File: src/rtl/cl_full_pkg.sv
package cl_full_pkg;
  localparam int CH_W     = 28;
  localparam int DATA_W   = 24;
  localparam int LVAL_BIT = 24;
  localparam int FVAL_BIT = 25;
  localparam int DVAL_BIT = 26;

  typedef struct packed {
    logic dv;
    logic fv;
    logic lv;
  } frame_bits_t;
endpackage

File: src/rtl/cl_frame_extract.sv
module cl_frame_extract
  import cl_full_pkg::*;
(
  input  logic [CH_W-1:0] chan_x_i,
  input  logic [CH_W-1:0] chan_y_i,
  input  logic [CH_W-1:0] chan_z_i,
  input  logic            use_dval_i,
  input  logic            inv_lval_i,
  input  logic            inv_fval_i,
  input  logic            inv_dval_i,
  output frame_bits_t     norm_o,
  output logic            qual_o,
  output logic            mismatch_o
);
  frame_bits_t raw_x, raw_y, raw_z;

  always_comb begin
    raw_x = '{dv: chan_x_i[DVAL_BIT], fv: chan_x_i[FVAL_BIT], lv: chan_x_i[LVAL_BIT]};
    raw_y = '{dv: chan_y_i[DVAL_BIT], fv: chan_y_i[FVAL_BIT], lv: chan_y_i[LVAL_BIT]};
    raw_z = '{dv: chan_z_i[DVAL_BIT], fv: chan_z_i[FVAL_BIT], lv: chan_z_i[LVAL_BIT]};
    norm_o.dv = raw_x.dv ^ inv_dval_i;
    norm_o.fv = raw_x.fv ^ inv_fval_i;
    norm_o.lv = raw_x.lv ^ inv_lval_i;
    qual_o     = norm_o.fv & norm_o.lv & (norm_o.dv | ~use_dval_i);
    mismatch_o = qual_o & ((raw_y != raw_x) | (raw_z != raw_x));
  end
endmodule

File: src/rtl/cl_pixel_unpack.sv
module cl_pixel_unpack
  import cl_full_pkg::*;
#(
  parameter int PIX_W   = 8,
  parameter int NUM_PIX = 8,
  localparam int BUS_W  = PIX_W * NUM_PIX,
  localparam int POOL_W = 3 * DATA_W
) (
  input  logic [CH_W-1:0]  chan_x_i,
  input  logic [CH_W-1:0]  chan_y_i,
  input  logic [CH_W-1:0]  chan_z_i,
  output logic [BUS_W-1:0] pix_o
);
  logic [POOL_W-1:0] pool;
  assign pool = {chan_z_i[DATA_W-1:0], chan_y_i[DATA_W-1:0], chan_x_i[DATA_W-1:0]};

  for (genvar g = 0; g < NUM_PIX; g++) begin : g_pix
    assign pix_o[g*PIX_W +: PIX_W] = pool[g*PIX_W +: PIX_W];
  end
endmodule

File: src/rtl/cl_line_tracker.sv
module cl_line_tracker
  import cl_full_pkg::*;
#(
  parameter int CNT_W = 16
) (
  input  logic             clk_i,
  input  logic             rst_ni,
  input  frame_bits_t      norm_i,
  input  logic             qual_i,
  output logic             sof_o,
  output logic             eof_o,
  output logic             sol_o,
  output logic             eol_o,
  output logic [CNT_W-1:0] pix_cnt_o,
  output logic [CNT_W-1:0] line_cnt_o
);
  logic             fv_q, lv_q;
  logic [CNT_W-1:0] beat_q;
  logic             f_rise, f_fall, l_rise, l_end;
  logic [CNT_W-1:0] idx;

  always_comb begin
    f_rise = norm_i.fv & ~fv_q;
    f_fall = ~norm_i.fv & fv_q;
    l_rise = norm_i.lv & ~lv_q;
    l_end  = lv_q & ~norm_i.lv & fv_q;
    idx    = l_rise ? '0 : beat_q;
  end

  always_ff @(posedge clk_i or negedge rst_ni) begin
    if (!rst_ni) begin
      fv_q       <= 1'b0;
      lv_q       <= 1'b0;
      beat_q     <= '0;
      sof_o      <= 1'b0;
      eof_o      <= 1'b0;
      sol_o      <= 1'b0;
      eol_o      <= 1'b0;
      pix_cnt_o  <= '0;
      line_cnt_o <= '0;
    end else begin
      fv_q  <= norm_i.fv;
      lv_q  <= norm_i.lv;
      sof_o <= f_rise;
      eof_o <= f_fall;
      sol_o <= l_rise & norm_i.fv;
      eol_o <= l_end;
      if (qual_i) begin
        pix_cnt_o <= idx;
        beat_q    <= idx + 1'b1;
      end else if (l_rise) begin
        beat_q <= '0;
      end
      // frame start wins over a line end on the same beat
      if (f_rise)     line_cnt_o <= '0;
      else if (l_end) line_cnt_o <= line_cnt_o + 1'b1;
    end
  end
endmodule

File: src/rtl/cl_full_framer.sv
module cl_full_framer
  import cl_full_pkg::*;
#(
  parameter int PIX_W   = 8,
  parameter int NUM_PIX = 8,
  parameter int CNT_W   = 16,
  localparam int BUS_W  = PIX_W * NUM_PIX
) (
  input  logic             clk_i,
  input  logic             rst_ni,
  input  logic [CH_W-1:0]  chan_x_i,
  input  logic [CH_W-1:0]  chan_y_i,
  input  logic [CH_W-1:0]  chan_z_i,
  input  logic             use_dval_i,
  input  logic             inv_lval_i,
  input  logic             inv_fval_i,
  input  logic             inv_dval_i,
  output logic             pix_valid_o,
  output logic [BUS_W-1:0] pix_data_o,
  output logic             sof_o,
  output logic             eof_o,
  output logic             sol_o,
  output logic             eol_o,
  output logic [CNT_W-1:0] pix_cnt_o,
  output logic [CNT_W-1:0] line_cnt_o,
  output logic             sync_err_o
);
  frame_bits_t      norm;
  logic             qual, mismatch;
  logic [BUS_W-1:0] pix_w;

  cl_frame_extract u_extract (
    .chan_x_i   (chan_x_i),
    .chan_y_i   (chan_y_i),
    .chan_z_i   (chan_z_i),
    .use_dval_i (use_dval_i),
    .inv_lval_i (inv_lval_i),
    .inv_fval_i (inv_fval_i),
    .inv_dval_i (inv_dval_i),
    .norm_o     (norm),
    .qual_o     (qual),
    .mismatch_o (mismatch)
  );

  cl_pixel_unpack #(.PIX_W(PIX_W), .NUM_PIX(NUM_PIX)) u_unpack (
    .chan_x_i (chan_x_i),
    .chan_y_i (chan_y_i),
    .chan_z_i (chan_z_i),
    .pix_o    (pix_w)
  );

  cl_line_tracker #(.CNT_W(CNT_W)) u_track (
    .clk_i      (clk_i),
    .rst_ni     (rst_ni),
    .norm_i     (norm),
    .qual_i     (qual),
    .sof_o      (sof_o),
    .eof_o      (eof_o),
    .sol_o      (sol_o),
    .eol_o      (eol_o),
    .pix_cnt_o  (pix_cnt_o),
    .line_cnt_o (line_cnt_o)
  );

  always_ff @(posedge clk_i or negedge rst_ni) begin
    if (!rst_ni) begin
      pix_valid_o <= 1'b0;
      pix_data_o  <= '0;
      sync_err_o  <= 1'b0;
    end else begin
      pix_valid_o <= qual;
      if (qual) pix_data_o <= pix_w;
      if (mismatch) sync_err_o <= 1'b1;
    end
  end
endmodule

File: config.mk
export PLATFORM = sky130hd
export DESIGN_NAME = cl_full_framer
export DESIGN_NICKNAME = d
export VERILOG_FILES = /design/src/rtl/cl_full_pkg.sv /design/src/rtl/cl_frame_extract.sv /design/src/rtl/cl_pixel_unpack.sv /design/src/rtl/cl_line_tracker.sv /design/src/rtl/cl_full_framer.sv
export SDC_FILE = /design/constraint.sdc
export NUM_CORES = 1
export LEC_CHECK = 0
export BUFFER_PORTS_ARGS = -buffer_cell sky130_fd_sc_hd__buf_2
export CORE_MARGIN = 2
export CORE_UTILIZATION = 49
export CTS_CLUSTER_DIAMETER = 50
export DETAILED_ROUTE_END_ITERATION = 8
export GPL_ROUTABILITY_DRIVEN = 0
export PLACE_DENSITY = 0.78
export RECOVER_POWER = 100
export SKIP_LAST_GASP = 1
export SYNTH_ARGS = -nofsm -noshare
export SYNTH_HDL_FRONTEND = slang
export SYNTH_SLANG_ARGS = --single-unit
File: constraint.sdc
create_clock -name clk_i -period 2.2 [get_ports clk_i]
set_input_delay 0.11 -clock clk_i [delete_from_list [all_inputs] [get_ports clk_i]]
set_output_delay 0.11 -clock clk_i [all_outputs]
set_load 0.02 [all_outputs]
==> flow_summary.toml <==
[die]
dieHeight_um = 105
fp.coreArea_um2 = 9820
die_x_um = 105
ioPinCount = 192
std_cell_rows = 36
start_util_pct = 50.7
dieArea_um2 = 11000

[global_routing]
overflow = 0
grt_pass1_wl_um = 24300
grt_use_met3_pct = 9.61
antenna_found_initial = 0
first_global_vias = 5168
grt_max_degree = 60
grt_busiest_layer = "met2"
gr-usage-met1_pct = 33.6
met2_usage_pct = 45.3
grt_use_total_pct = 27.7

[clocking]
clk_path_buf_depth = 2
cts_max_level = 4
clock_sink_count = 120
root_buffer = "clkbuf_8"
clock_latency_ns = 0.51
post_cts_buffers = 0
numCtsBuffers = 17
cts_tree = "done"
clkSlewWorstSetupHoldPaths_ns = 0.06

[setup_path]
crit_family = "simple AND/OR/NAND/NOR gates"
cp_slowest_stage_delay_ns = 0.54
critical_path_class = "in -> reg"
end_kind = "flop"
crit_chain = "dlygate4sd3_1, buf_2, xnor2_4, inv_1, clkbuf_1, or3_1, or4_1, a21oi_1"
cp_data_required_time_ns = 2.63
cp-start-kind = "input port"
reg2reg_slack_ns = 0.30
path_buf_inv = 4
path_max_fanout = 8
cp_slowest_cell = "dlygate4sd3_1"
r2r_start = "u_track.line_cnt_o[0]"
startpoint = "inv_lval_i"
arrival_ns = 2.49

[yosys]
yosys_warnings = 0
synth_edf_count = 0
synth_area_um2 = 4970
synth-async-reset-ratio_pct = 100
yosys-top-cells-count = "nand2_1, dfrtp_1, nand3_1"
synth_top_cells_by_area = "dfrtp_1, nand2_1, nand3_1"
synthCells = 539
ys_types = 33
synthMostInstantiatedCell = "nand2_1"
syn_avg_cell_area_um2 = 9.23
ys_seq_elements = 120
ys.flop_type = "dfrtp_1"
syn_nets = 631
ys_seq_area_share_pct = 60.4
yosysTopAreaCellShare_pct = 60.4
netlist.top_cell.by_area = "dfrtp_1"

[placement]
dp_slack_ns = 0.288
io_buffers = 180
hpwlAfterDp_um = 8210

[timing]
worst_slew_pin_slew_ns = 0.973
setup_viol = 0
rsz0062_at_grt = "false"
finClkSkew_ns = 0.0136
setup_slack_ns = 0.138
fin_setup_tns_ns = 0
slew_violations = 0
fin_crit_sh_pct = 93.7
hold_slack_ns = 0.106
slew_headroom_pct = 35.1
finalCriticalPeriod_ns = 2.06
final_hold_viol_count = 0
max_freq_ghz = 0.485

[final_layout]
finish.utilization_pct = 73.2
area_delta_synth_final_pct = 44.5
final_nets = 891
antenna_cells = 0
drive_gt1_share_pct = 14.2

[pwr]
p_leak_uw = 0.00352
power-per-cell-area_nw_per_um2 = 975
ir_worst_vdd_mv = 0.610

[min_path]
hold_path.startpoint = "chan_x_i[24]"
hold_class = "in -> reg"

[routing]
vias = 4960
wirelength_um = 14500
drt_iter0_markers = 329
postRouteAntennaNets = 0
via_per_inst = 5.25
post_drt_wl_per_cell_um = 15.4
drc_errors = 0
firstDrtPassIters = 5

[run_status]
status = "finished, final reports clean"

[flow_run]
maxCapViolCount = 0
[cell type report]
cell class	instances	area (um^2)
Fill cell	737	2630
Multi-Input combinational cell	384	1830
Timing Repair Buffer	264	1590
Inverter	12	45.0
Clock inverter	9	100
Tap cell	133	166
Clock buffer	22	453
Sequential cell	120	3000
[stage by stage]
stage / total power [uW] / area [um^2] / std cells
finish: 7010 / 7190 / 944
global route: 7340 / 7190 / 944
CTS: 7090 / 7340 / 944
detailed placement: 4370 / 6060 / 840
global placement: 4320 / 6060 / 840
floorplan: 3700 / 4970 / 539
[routing by layer]
layer,vias up,routed length [um]
met2,247,7220
met1,2398,5840
met5,-,0
li1,2279,-
met4,0,390
met3,36,1050
[tightest hold or removal path, delay by kind of cell]
family                    cells  cell delay (ns)
xor gates and xnor gates      1             0.13
buffers and inverters         2             0.23
and+or+nand+nor               2             0.10
[what timing repair did]
action                                  4_1_cts  5_1_grt
resized for setup                             0        0
hold endpoints to repair                    108        0
hold buffers                                 73        0
endpoints found under the setup margin        0        0
[path summary, 6_finish.rpt]
kind / end / depth (start not counted)
worst max-delay path: u_track.line_cnt_o[12] / 8
worst min-delay path: u_track.sol_o / 5
worst max register to register: u_track.line_cnt_o[12] / 5
worst min register to register: u_track.beat_q[15] / 1
max in group asynchronous: u_track.beat_q[1] / 3
min in group asynchronous: u_track.beat_q[13] / 2
[cell families (layout without fill, tap and decap cells)]
| logic type | after synthesis | count (layout) | synth area share, % |
|---|---|---|---|
| AOI/OAI and AO/OA | 46 | 46 | 5.28 |
| xor gates and xnor gates | 10 | 10 | 2.14 |
| adders and majority gates | 2 | 2 | 0.503 |
| buffers and inverters | 35 | 307 | 2.77 |
| DFF | 120 | 120 | 60.4 |
| muxes | 9 | 9 | 1.81 |
| and+or+nand+nor | 317 | 317 | 27.1 |
[placed cells by master, fill, tap and decap left out, drive strengths merged, types with 10 or more instances in the layout]
master,n
o21ai,20
a21oi,15
nand3,20
buf,82
or3,10
dfrtp,120
dlygate4sd3,73
nand2,240
clkbuf,131
inv,12
[flip-flops by register name, indices dropped and copies added (netlist names)]
signal / count
pix_valid_o: 1
u_track.sol_o: 1
u_track.line_cnt_o: 16
u_track.beat_q: 16
u_track.pix_cnt_o: 16
u_track.eol_o: 1
u_track.lv_q: 1
u_track.fv_q: 1
sync_err_o: 1
u_track.sof_o: 1
u_track.eof_o: 1
pix_data_o: 64
[power breakdown]
group	internal [uW]	leakage, uW	switching [uW]
clock	1650	0.000270	952
combinational	477	0.00170	1090
sequential	2580	0.00156	263
Note: power is estimated with default switching activity, not from simulation.
